$ cat src/rtl/dsss_fr_pkg.sv
package dsss_fr_pkg;

  localparam int          FIELD8_W = 8;
  localparam int          LEN_W    = 16;
  localparam int          CRC_W    = 16;
  localparam int          DLM_W    = 16;
  localparam logic [15:0] CRC_POLY = 16'h1021;
  localparam logic [15:0] CRC_INIT = 16'hFFFF;

  typedef enum logic [2:0] {
    PH_IDLE = 3'd0,
    PH_SYNC = 3'd1,
    PH_DLM  = 3'd2,
    PH_SIG  = 3'd3,
    PH_SVC  = 3'd4,
    PH_LEN  = 3'd5,
    PH_CRC  = 3'd6,
    PH_DATA = 3'd7
  } phase_t;

  // Order in which the frame sections follow each other.
  function automatic phase_t next_phase(input phase_t p);
    case (p)
      PH_IDLE: return PH_SYNC;
      PH_SYNC: return PH_DLM;
      PH_DLM:  return PH_SIG;
      PH_SIG:  return PH_SVC;
      PH_SVC:  return PH_LEN;
      PH_LEN:  return PH_CRC;
      PH_CRC:  return PH_DATA;
      default: return PH_DATA;
    endcase
  endfunction

  // Number of bits in each counted section.
  function automatic int phase_bits(input phase_t p, input int sync_bits);
    case (p)
      PH_SYNC: return sync_bits;
      PH_DLM:  return DLM_W;
      PH_SIG:  return FIELD8_W;
      PH_SVC:  return FIELD8_W;
      PH_LEN:  return LEN_W;
      PH_CRC:  return CRC_W;
      default: return 1;
    endcase
  endfunction

  // One serial step of the header CRC.
  function automatic logic [15:0] crc_step(input logic [15:0] c, input logic b);
    logic fb;
    fb = c[15] ^ b;
    return {c[14:0], 1'b0} ^ (fb ? CRC_POLY : 16'h0000);
  endfunction

endpackage

$ cat src/rtl/dsss_fr_seq.sv
module dsss_fr_seq
  import dsss_fr_pkg::*;
#(
  parameter int SYNC_BITS = 128,
  parameter int CNT_W     = 7
) (
  input  logic             clk,
  input  logic             rst_n,
  input  logic             tx_en,
  input  logic             bit_en,
  output phase_t           phase,
  output logic [CNT_W-1:0] cnt,
  output logic             emit
);

  logic sect_last;

  assign emit      = tx_en && bit_en && (phase != PH_IDLE);
  assign sect_last = (cnt == CNT_W'(phase_bits(phase, SYNC_BITS) - 1));

  always_ff @(posedge clk) begin
    if (!rst_n || !tx_en) begin
      phase <= PH_IDLE;
      cnt   <= '0;
    end else begin
      case (phase)
        PH_IDLE: begin
          phase <= PH_SYNC;
          cnt   <= '0;
        end
        PH_DATA: ;
        default: begin
          if (bit_en) begin
            if (sect_last) begin
              phase <= next_phase(phase);
              cnt   <= '0;
            end else begin
              cnt <= cnt + 1'b1;
            end
          end
        end
      endcase
    end
  end


  section_order_chk: assert property (@(posedge clk) disable iff (!rst_n)
    ((phase != $past(phase)) && (phase != PH_IDLE)) |-> (phase == next_phase($past(phase))));


  abort_to_idle_chk: assert property (@(posedge clk) disable iff (!rst_n)
    !tx_en |=> (phase == PH_IDLE));

endmodule

$ cat src/rtl/dsss_fr_crc.sv
module dsss_fr_crc
  import dsss_fr_pkg::*;
(
  input  logic              clk,
  input  logic              rst_n,
  input  phase_t            phase,
  input  logic              emit,
  input  logic              hdr_bit,
  output logic [CRC_W-1:0]  crc_q
);

  logic crc_load;
  logic crc_upd;

  assign crc_load = (phase == PH_IDLE) || (phase == PH_SYNC);
  assign crc_upd  = emit && ((phase == PH_SIG) || (phase == PH_SVC) || (phase == PH_LEN));

  always_ff @(posedge clk) begin
    if (!rst_n || crc_load) crc_q <= CRC_INIT;
    else if (crc_upd)       crc_q <= crc_step(crc_q, hdr_bit);
  end


  crc_frozen_chk: assert property (@(posedge clk) disable iff (!rst_n)
    ($past(phase) == PH_CRC && phase == PH_CRC) |-> $stable(crc_q));

endmodule

$ cat src/rtl/dsss_fr_bitsel.sv
module dsss_fr_bitsel
  import dsss_fr_pkg::*;
#(
  parameter logic [15:0] DLM_WORD = 16'hF3A0
) (
  input  phase_t            phase,
  input  logic [3:0]        idx,
  input  logic [7:0]        sig_field,
  input  logic [7:0]        svc_field,
  input  logic [LEN_W-1:0]  len_field,
  input  logic [CRC_W-1:0]  crc_q,
  input  logic              pay_bit,
  output logic              cur_bit
);

  always_comb begin
    case (phase)
      PH_SYNC: cur_bit = 1'b1;
      PH_DLM:  cur_bit = DLM_WORD[idx];
      PH_SIG:  cur_bit = sig_field[idx[2:0]];
      PH_SVC:  cur_bit = svc_field[idx[2:0]];
      PH_LEN:  cur_bit = len_field[idx];
      PH_CRC:  cur_bit = ~crc_q[4'd15 - idx];
      PH_DATA: cur_bit = pay_bit;
      default: cur_bit = 1'b0;
    endcase
  end

endmodule

$ cat src/rtl/dsss_hdr_framer.sv
module dsss_hdr_framer
  import dsss_fr_pkg::*;
#(
  parameter int          SYNC_BITS = 128,
  parameter logic [15:0] DLM_WORD  = 16'hF3A0
) (
  input  logic        clk,
  input  logic        rst_n,
  input  logic        tx_en,
  input  logic        bit_en,
  input  logic [7:0]  sig_field,
  input  logic [7:0]  svc_field,
  input  logic [15:0] len_field,
  input  logic        pay_bit,
  output logic        tx_ready,
  output logic        ser_bit,
  output logic        ser_valid
);

  localparam int SYNC_CW = $clog2(SYNC_BITS);
  localparam int CNT_W   = (SYNC_CW > 4) ? SYNC_CW : 4;

  phase_t             phase;
  logic [CNT_W-1:0]   cnt;
  logic               emit;
  logic               cur_bit;
  logic [CRC_W-1:0]   crc_q;

  dsss_fr_seq #(.SYNC_BITS(SYNC_BITS), .CNT_W(CNT_W)) u_seq (
    .clk    (clk),
    .rst_n  (rst_n),
    .tx_en  (tx_en),
    .bit_en (bit_en),
    .phase  (phase),
    .cnt    (cnt),
    .emit   (emit)
  );

  dsss_fr_crc u_crc (
    .clk     (clk),
    .rst_n   (rst_n),
    .phase   (phase),
    .emit    (emit),
    .hdr_bit (cur_bit),
    .crc_q   (crc_q)
  );

  dsss_fr_bitsel #(.DLM_WORD(DLM_WORD)) u_sel (
    .phase     (phase),
    .idx       (cnt[3:0]),
    .sig_field (sig_field),
    .svc_field (svc_field),
    .len_field (len_field),
    .crc_q     (crc_q),
    .pay_bit   (pay_bit),
    .cur_bit   (cur_bit)
  );

  assign tx_ready = (phase == PH_DATA);

  always_ff @(posedge clk) begin
    if (!rst_n) begin
      ser_valid <= 1'b0;
      ser_bit   <= 1'b0;
    end else begin
      ser_valid <= emit;
      if (emit) ser_bit <= cur_bit;
    end
  end


  emit_needs_enable_chk: assert property (@(posedge clk) disable iff (!rst_n)
    ser_valid |-> $past(bit_en && tx_en));


  ready_needs_enable_chk: assert property (@(posedge clk) disable iff (!rst_n)
    tx_ready |-> $past(tx_en));


  payload_pass_chk: assert property (@(posedge clk) disable iff (!rst_n)
    (tx_ready && bit_en && tx_en) |=> (ser_valid && ser_bit == $past(pay_bit)));


  abort_silent_chk: assert property (@(posedge clk) disable iff (!rst_n)
    !tx_en |=> (!ser_valid && !tx_ready));

endmodule

$ cat config.mk
export PLATFORM = sky130hd
export DESIGN_NAME = dsss_hdr_framer
export DESIGN_NICKNAME = d
export VERILOG_FILES = /design/src/rtl/dsss_fr_pkg.sv /design/src/rtl/dsss_fr_seq.sv /design/src/rtl/dsss_fr_crc.sv /design/src/rtl/dsss_fr_bitsel.sv /design/src/rtl/dsss_hdr_framer.sv
export SDC_FILE = /design/constraint.sdc
export NUM_CORES = 1
export LEC_CHECK = 0
export BUFFER_PORTS_ARGS = -buffer_cell sky130_fd_sc_hd__buf_4
export CAP_MARGIN = 20
export CORE_MARGIN = 8
export CORE_UTILIZATION = 58
export CTS_CLUSTER_SIZE = 16
export DETAILED_ROUTE_END_ITERATION = 10
export GPL_ROUTABILITY_DRIVEN = 0
export PLACE_DENSITY = 0.83
export REMOVE_ABC_BUFFERS = 1
export SYNTH_ARGS = -nofsm -noshare
export SYNTH_HDL_FRONTEND = slang
export SYNTH_HIERARCHICAL = 1
export SYNTH_SLANG_ARGS = --single-unit
$ cat constraint.sdc
create_clock -name clk -period 5.2 [get_ports clk]
set_input_delay 0.52 -clock clk [delete_from_list [all_inputs] [get_ports clk]]
set_output_delay 0.52 -clock clk [all_outputs]
set_load 0.02 [all_outputs]
Word level (Yosys, flattened, before mapping)
Memories as Yosys holds them, arrays and structs flattened. A register that Yosys moved wholly into a read port is not among the register bits.
Cells that the tools add are included.
{"block": "totals", "register_bits": 28, "latch_bits": 0, "mem_bits_rw": 0, "rom_bits": 16, "out_inout_bits": 3, "wordCells": 63, "mem_count": 1}
{"memory": "(no name shown)", "depth": 16, "word_bits": 1, "read_ports": 1, "rd_ports_with_merged_regs": 1, "wr": 0, "line": "dsss_fr_bitsel.sv:19", "text": "PH_DLM: cur_bit = DLM_WORD[idx];"}
{"block": "classes", "addsub": 3, "multipliers": 0, "n_div": 0, "n_lt_le_gt_ge": 3, "n_eq_ne": 8, "shifts": 0, "muxes": 21, "bitwise": 4, "reduce_logical": 18}
{"operator": "16-bit bitwise XOR", "count": 1}
{"operator": "3-bit case mux with 5 select lines", "count": 1}
{"operator": "5-bit case mux with 3 select lines", "count": 1}
{"operator": "7-bit 2-to-1 mux", "count": 2}
{"operator": "7-bit case mux with 2 select lines", "count": 1}
{"operator": "13-bit 2-to-1 mux", "count": 1}
{"operator": "3-bit == test (second input constant)", "count": 4}
{"operator": "4-bit by 5-bit less-than comparator with 1-bit output (second input constant)", "count": 2}
{"operator": "1-bit binary-select mux with 4-bit select", "count": 2}
{"operator": "4-bit 2-to-1 mux", "count": 2}
{"operator": "7-bit by 1-bit adder with 7-bit output (second input constant)", "count": 1}
{"operator": "7-bit == test", "count": 1}
{"operator": "1-bit case mux with 7 select lines", "count": 1}
{"operator": "7-bit by 1-bit subtractor with 7-bit output (second input constant)", "count": 1}
{"operator": "1-bit binary-select mux with 3-bit select", "count": 2}
{"operator": "3-bit by 2-bit == test with 1-bit output (second input constant)", "count": 2}
{"operator": "3-bit 2-to-1 mux", "count": 2}
{"operator": "3-bit case mux with 2 select lines", "count": 1}
{"operator": "1-bit logical OR", "count": 5}
{"operator": "1-bit 2-to-1 mux", "count": 5}
{"operator": "3-bit by 4-bit less-than comparator with 1-bit output (second input constant)", "count": 1}
{"operator": "2-bit nonzero test", "count": 2}
{"operator": "4-bit subtractor (first input constant)", "count": 1}
{"operator": "3-bit by 1-bit == test with 1-bit output (second input constant)", "count": 1}
{"operator": "10 further kinds", "count": 14}

Depth between registers and ports, before layout
Gate-level depths: netlist of the first run.
{"block": "depth", "word_depth": 10, "ltp_mapped": 10}

Modules after synthesis
Netlist of the first run, hierarchy kept.
{"mod": "dsss_fr_seq", "instances": 1, "cells_per_inst": 85, "area_per_inst_um2": 686.9}
{"mod": "dsss_fr_crc", "instances": 1, "cells_per_inst": 48, "area_per_inst_um2": 613.1}
{"mod": "dsss_fr_bitsel", "instances": 1, "cells_per_inst": 54, "area_per_inst_um2": 516.7}
{"mod": "dsss_hdr_framer", "instances": 1, "cells_per_inst": 6, "area_per_inst_um2": 70.1}

Worst setup path before layout of the first run
No wires, ideal clock.
{"block": "synth_path", "path_type": "register to register", "startpoint": "register u_seq.cnt[0]", "endpoint": "register u_crc.crc_q[12]", "setup_ps": 115, "arrival_time_ps": 2242, "required_time_ps": 5085, "path_slack_ps": 2843, "stages_incl_launch_ff": 10, "path_buffers": 2, "period_less_slack_ps": 2357, "cell_sequence": "dfxtp_1 > buf_6 > buf_2 > mux2_2 > o311a_1 > a31oi_1 > nand4_1 > xnor2_1 > xnor2_1 > a21o_2"}
{"block": "synth_via", "elab_chain_cells": 8, "elab_cells_between_ends": 14, "cone_classes": "add/sub (1); mux (10); bitwise (3)"}
{"element": "start: declaration", "line": "dsss_fr_seq.sv:12", "text": "output logic [CNT_W-1:0] cnt,"}
{"element": "start signal: assignment", "line": "dsss_fr_seq.sv:38", "text": "cnt <= cnt + 1'b1;"}
{"element": "4-bit subtractor", "line": "dsss_fr_bitsel.sv:23", "text": "PH_CRC: cur_bit = ~crc_q[4'd15 - idx];"}
{"element": "1-bit binary-select mux with 4-bit select", "line": "dsss_fr_bitsel.sv:23"}
{"element": "1-bit 2-to-1 mux (implied by the code)", "line": "dsss_fr_bitsel.sv:23"}
{"element": "1-bit inverter", "line": "dsss_fr_bitsel.sv:23"}
{"element": "1-bit case mux with 7 select lines *", "line": "dsss_fr_bitsel.sv:17", "text": "case (phase)"}
{"element": "net cur_bit", "line": "dsss_hdr_framer.sv:26", "text": "logic cur_bit;"}
{"element": "1-bit bitwise XOR *", "line": "dsss_fr_pkg.sv:51", "text": "fb = c[15] ^ b;"}
{"element": "13-bit 2-to-1 mux *", "line": "dsss_fr_pkg.sv:52", "text": "return {c[14:0], 1'b0} ^ (fb ? CRC_POLY : 16'h0000);"}
{"element": "16-bit bitwise XOR *", "line": "dsss_fr_pkg.sv:52"}
{"element": "end signal: assignment", "line": "dsss_fr_crc.sv:20", "text": "else if (crc_upd) crc_q <= crc_step(crc_q, hdr_bit);"}
{"element": "end: declaration", "line": "dsss_fr_crc.sv:9", "text": "output logic [CRC_W-1:0] crc_q"}
Mark *: on every way through the listed nets, which the timed path passes. The rest lies on a longest branch. The select of a mux whose other input is x is not followed.
A chain may end at the register's enable or synchronous reset.

Final worst setup path of the first run
Same ends and word-level chain as after synthesis.

==> results of run 1 <==
[logic make-up (layout without fill, tap and decap cells)]
kind of cell	count (synthesis)	after routing	synth area share, %
DFF	28	28	29.71
xor gates and xnor gates	7	7	3.249
muxes	23	23	18.30
adders and majority gates	1	1	0.6630
and+or+nand+nor	73	73	22.55
buffers and inverters	16	46	5.238
AOI/OAI and AO/OA	45	45	20.29
[flip-flops by register name, summed over array words and instances, names as in the netlist]
signal / cells
u_crc/crc_q: 16
u_seq/cnt: 7
u_seq/phase: 3
ser_bit: 1
ser_valid: 1
[cell type report]
| class | instances | area (um^2) |
|---|---|---|
| inverters | 3 | 11.26 |
| repair buffers | 39 | 292.8 |
| clock buffers | 4 | 36.28 |
| multi-input cells | 149 | 1227 |
| well taps | 44 | 55.05 |
| fillers | 257 | 894.6 |
| flip-flops and latches | 28 | 560.5 |
[final timing paths]
| kind | endpoint | slack (ns) | cells after the start |
|---|---|---|---|
| max | u_crc/crc_q[12] | 2.26 | 8 |
| min | ser_valid | 0.44 | 2 |
| max reg2reg | u_crc/crc_q[12] | 2.26 | 8 |
| min reg2reg | u_crc/crc_q[0] | 0.53 | 1 |
[cell usage in the layout, fill, tap and decap left out, types with 2 or more instances in the layout]
master / instances
mux2_2: 3
and2b_1: 2
dfxtp_1: 28
a31o_2: 2
nand2_1: 12
mux2i_1: 12
xnor2_1: 4
and3_1: 5
nand4_1: 7
a221o_1: 8
nand2b_1: 5
or4_1: 2
nor3_1: 2
nand3_1: 7
buf_4: 39
nand3b_1: 4
nor2_1: 9
o311ai_1: 2
inv_1: 3
a21o_2: 2
xor2_1: 3
a21oi_1: 3
mux4_1: 3
a31oi_1: 4
a221o_2: 6
mux4_2: 5
nor2b_1: 4
or3_1: 3
clkbuf_4: 3
o21ai_1: 4
nand4b_1: 3
[power by group]
part	internal, W	total (W)	switching [W]
Sequential	0.000216	0.000222	0.00000597
Combinational	0.0000365	0.0000632	0.0000267
Clock	0.0000430	0.000107	0.0000643
Total	0.000295	0.000392	0.0000969
[metrics by stage]
stage	hold slack (ns)	util [%]	instances	setup slack, ns
6_report	0.4359	70.94	267	2.256
3_3_place_gp	0.4940	69.76	263	2.428
2_1_floorplan	0.4698	-	180	2.662
4_1_cts	0.4280	70.94	267	2.243
3_5_place_dp	0.4986	69.76	263	2.287
5_1_grt	0.4216	70.94	267	2.060
[layer usage]
layer	GRT usage (%)	share of wire, %	up-vias
met4	6.444	1.4	0
li1	-	-	823
met3	5.220	11	7
met5	0	0	-
met2	26.02	43	83
met1	22.79	45	849
==> flow_summary.json, run 1 <==
{
  "required_ns": 5.45,
  "wl_per_cell_um": 17.39,
  "antenna_cells": 0,
  "start_kind": "flip-flop",
  "critPathMaxFanout": 22,
  "drive_above_1_share_pct": 30.04,
  "critPathMaxStageDelay_ns": 0.90,
  "ys_ff_latch": 28,
  "cts.clk_slew.worst_paths_ns": 0.15,
  "hp-class": "in2reg",
  "yosysMostFrequentCell": "dfxtp_1",
  "numCtsBuffers": 3,
  "ant_nets": 0,
  "fp.dieW_um": 73.04,
  "status": "finished clean",
  "start_util_pct": 61.30,
  "synth_ff_type": "dfxtp_1",
  "cts_setup_buffers": 0,
  "netlist_top_cells_count": "28 x dfxtp_1, 12 x mux2i_1, 12 x nand2_1",
  "io_pins": 40,
  "ys_top_cells_by_area": "dfxtp_1 30%, mux2i_1 6.4%, mux4_2 6.0%",
  "slew_viol_final": 0,
  "syn_area_per_cell_um2": 9.776,
  "cp_cell_sequence": "mux4_1 -> mux2i_1 -> nor4_1 -> nor2_1 -> nand4_1 -> xnor2_1 -> xnor2_1 -> a21o_2",
  "cts_resized": 0,
  "setup_tns_ns": 0,
  "hold_viol_final": 0,
  "synth_edf_count": 0,
  "leakage_nw": 0.7786,
  "synth_top_area_share_pct": 29.71,
  "cpMostUsedCell": "xnor2_1",
  "min_period_ns": 2.944,
  "p_per_area_nw_per_um2": 179.7,
  "rsz0062_at_grt": "false",
  "crit_start": "u_seq/cnt[0]",
  "clock_sinks": 28,
  "wl_mm": 4.644,
  "vias": 1762,
  "grt_pass1_wl_mm": 7.617,
  "drt-initial-drc-count": 137,
  "antenna_found_initial": 0,
  "crit_slowest_cell": "dfxtp_1",
  "end_kind": "flip-flop",
  "ys_warn_count": 6,
  "finalInstanceArea_um2": 2183,
  "synthCells": 193,
  "worstHoldStart": "rst_n",
  "numPortBuffers": 39,
  "die_area_um2": 5334,
  "grt_max_degree": 24,
  "setup_violations": 0,
  "finClkSkew_ns": 0.005713,
  "cts-root-buf": "clkbuf_4",
  "slew_headroom_pct": 30.24,
  "yosysSeqAreaShare_pct": 29.71,
  "die_height_um": 73.04,
  "synth-async-reset-ratio_pct": 0,
  "yosysTopAreaCell": "dfxtp_1",
  "placed_area_um2": 2147,
  "drc": 0,
  "clk_latency_ns": 0.34,
  "rows": 20,
  "post-route-period-util_pct": 56.61,
  "path_class": "reg2reg",
  "maxCapViolations": 0,
  "cts_tree": "yes",
  "syn-cell-area_um2": 1887,
  "max_slew.worst_pin.slew_ns": 1.039,
  "globalRoute.totalOverflow": 0,
  "vias_per_cell": 6.599,
  "coreArea_um2": 3078,
  "grt_pass1_vias": 1590,
  "nets": 262,
  "first_pass_iters": 4,
  "p_total_w": 0.0003924,
  "area_delta_synth_final_pct": 15.72,
  "ctsHoldBuffers": 0,
  "peakVddDrop_mv": 0.1611,
  "cts_max_level": 1,
  "critPathTopFamily": "flip-flops",
  "clock_path_buffers": 2,
  "dpl.hpwl_mm": 3.342,
  "cp.arrival_ns": 3.19,
  "yosysUniqueCellTypes": 55,
  "fmax_ghz": 0.3397,
  "path_buf_inv": 0,
  "grt.total_usage_pct": 17.42,
  "timing.rr.start": "u_seq/cnt[0]"
}
Note: power is estimated with default switching activity, not from simulation.
==> run 2, diff against run 1 <==
--- a/config.mk
+++ b/config.mk
@@ -8,11 +8,11 @@
 export BUFFER_PORTS_ARGS = -buffer_cell sky130_fd_sc_hd__buf_4
 export CAP_MARGIN = 20
 export CORE_MARGIN = 8
-export CORE_UTILIZATION = 58
+export CORE_UTILIZATION = 49
 export CTS_CLUSTER_SIZE = 16
 export DETAILED_ROUTE_END_ITERATION = 10
 export GPL_ROUTABILITY_DRIVEN = 0
-export PLACE_DENSITY = 0.83
+export PLACE_DENSITY = 0.75
 export REMOVE_ABC_BUFFERS = 1
 export SYNTH_ARGS = -nofsm -noshare
 export SYNTH_HDL_FRONTEND = slang
==> constraint.sdc (replaced) <==
create_clock -name clk -period 2.7 [get_ports clk]
set_input_delay 0.27 -clock clk [delete_from_list [all_inputs] [get_ports clk]]
set_output_delay 0.27 -clock clk [all_outputs]
set_load 0.02 [all_outputs]
==> run 2 against run 1 <==
Clock skew rose by 0.00074 ns. Power rose by 120%. Sequential share of layout area fell by 1.0 points. Fmax rose by 23%. Die area rose by 14%. Critical endpoint is now u_crc/crc_q[5]. Highest routed layer unchanged.
==> flow_summary.json, run 2 (synthesized netlist as in run 1, its figures left out) <==
{
  "setup_tns_ns": 0,
  "rr_worst_depth": 8,
  "start_util_pct": 51.15,
  "status": "finished clean",
  "n_fill_cell": 336,
  "rows": 22,
  "antenna_found_initial": 0,
  "critPathMaxFanout": 17,
  "clk_latency_ns": 0.28,
  "largestRegisters": "u_crc/crc_q: 16 flops, u_seq/cnt: 7 flops, u_seq/phase: 3 flops",
  "cts_tree": "yes",
  "end_kind": "flip-flop",
  "hold_viol_final": 0,
  "fmax_ghz": 0.4192,
  "numCtsBuffers": 3,
  "r2r_end": "u_crc/crc_q[5]",
  "path_class": "reg2reg",
  "slew_viol_final": 0,
  "die_area_um2": 6093,
  "grt.total_usage_pct": 15.26,
  "crit_slowest_cell": "mux4_1",
  "numPortBuffers": 39,
  "cts_resized": 0,
  "cp_cell_sequence": "buf_4 -> mux4_1 -> nand2b_1 -> a31oi_1 -> nand4_1 -> xnor2_1 -> xnor2_1 -> a21o_2",
  "drive_above_1_share_pct": 32.17,
  "placed_area_um2": 2205,
  "first_pass_iters": 4,
  "p_per_area_nw_per_um2": 385.2,
  "grt_max_degree": 20,
  "cts_setup_buffers": 0,
  "grt_pass1_vias": 1612,
  "grt_pass1_wl_mm": 7.817,
  "clock_sinks": 28,
  "area_delta_synth_final_pct": 20.62,
  "drc": 0,
  "required_ns": 2.88,
  "ctsHoldBuffers": 0,
  "hp-class": "in2reg",
  "post-route-period-util_pct": 88.36,
  "regMostFlops": "u_crc/crc_q",
  "wl_per_cell_um": 16.53,
  "finClkSkew_ns": 0.006451,
  "rrSetupSlack_ns": 0.31,
  "die_height_um": 78.06,
  "setup_violations": 0,
  "ant_nets": 0,
  "nets": 269,
  "io_pins": 40,
  "wl_mm": 4.594,
  "cts.clk_slew.worst_paths_ns": 0.10,
  "final_common_cell": "buf_4",
  "min_period_ns": 2.386,
  "vias": 1680,
  "cpMostUsedCell": "xnor2_1",
  "largest_reg_flops": 16,
  "rsz0062_at_grt": "false",
  "leakage_nw": 0.8312,
  "start_kind": "flip-flop",
  "fp.dieW_um": 78.06,
  "coreArea_um2": 3689,
  "multiInputGateArea_um2": 1227,
  "worstHoldStart": "rst_n",
  "max_slew.worst_pin.slew_ns": 1.076,
  "cts_max_level": 1,
  "cts-root-buf": "clkbuf_8",
  "clock_path_buffers": 2,
  "dpl.hpwl_mm": 3.464,
  "finalInstanceArea_um2": 2276,
  "slew_headroom_pct": 27.78,
  "register_area_um2": 560.5,
  "globalRoute.totalOverflow": 0,
  "critPathMaxStageDelay_ns": 0.56,
  "mostFrequentLayoutCells": "46 x buf_4, 28 x dfxtp_1, 12 x mux2i_1, 12 x nand2_1, 9 x nor2_1",
  "vias_per_cell": 6.043,
  "whs_endpoint": "ser_valid",
  "timing.rr.start": "u_seq/cnt[0]",
  "maxCapViolations": 0,
  "antenna_cells": 0,
  "peakVddDrop_mv": 0.3432,
  "hold_depth": 2,
  "cp.arrival_ns": 2.57,
  "drt-initial-drc-count": 114
}
[run 2: changes by cell type in the layout (fill, tap and decap cells not counted), sizes merged]
cell / previous run / this run
bufinv: 0 / 1
buf: 39 / 46
clkbuf: 4 / 3
[run 2: stage by stage]
stage          std cells  hold WS, ns  util (%)  setup WS [ns]  total power, W
2_1_floorplan        180       0.3982         -         0.1624       0.0004976
3_3_place_gp         274       0.5034     59.77         0.4183       0.0005560
3_5_place_dp         274       0.5017     59.77         0.3294       0.0005572
4_1_cts              278       0.2391     61.70         0.3059       0.0008848
5_1_grt              278       0.2420     61.70         0.1174       0.0009156
6_report             278       0.2428     61.70         0.3144       0.0008766
[run 2: where the power goes]
group / total (W) / switching, W / internal [W] / leakage, nW
sequential: 0.000422 / 0.00000662 / 0.000415 / 0.227
combinational: 0.000126 / 0.0000534 / 0.0000728 / 0.569
clock: 0.000328 / 0.000130 / 0.000199 / 0.0357
total: 0.000877 / 0.000190 / 0.000687 / 0.831
[run 2: metal layers]
layer,share of wire (%),up-vias,global-route usage [%],wire (um)
met5,0,-,0,0
met4,1.0,0,3.889,46
met3,3.9,5,2.961,179
met2,52,35,26.51,2397
met1,43,804,18.78,1971
li1,-,836,-,-
[run 2: area by class of cell]
| type | count | area share, % |
|---|---|---|
| clock inverter | 1 | 1.319 |
| sequential | 28 | 24.63 |
| inverter | 3 | 0.4948 |
| clock buffer | 3 | 1.814 |
| timing repair buffer | 46 | 15.17 |
| tap | 48 | 2.639 |
| multi-input combinational | 149 | 53.93 |
[run 2: worst max-delay path: cells and delay by family, from the launching register on]
kind	cells	cell delay, ns
DFF	1	0.34
buffers and inverters	1	0.23
AOI/OAI and AO/OA	2	0.38
xor gates and xnor gates	2	0.42
muxes	1	0.56
and+or+nand+nor	2	0.36
[run 2: worst max path at each step]
| stage | depth (start not counted) | startpoint | endpoint | slack (ns) |
|---|---|---|---|---|
| after floorplan | 8 | u_seq/cnt[0] | u_crc/crc_q[12] | 0.16 |
| after global placement | 9 | u_seq/cnt[0] | u_crc/crc_q[12] | 0.42 |
| after detailed placement | 8 | u_seq/cnt[0] | u_crc/crc_q[5] | 0.33 |
| after CTS | 8 | u_seq/cnt[0] | u_crc/crc_q[5] | 0.31 |
| after global routing | 9 | u_seq/cnt[0] | u_crc/crc_q[12] | 0.12 |
| final | 8 | u_seq/cnt[0] | u_crc/crc_q[5] | 0.31 |
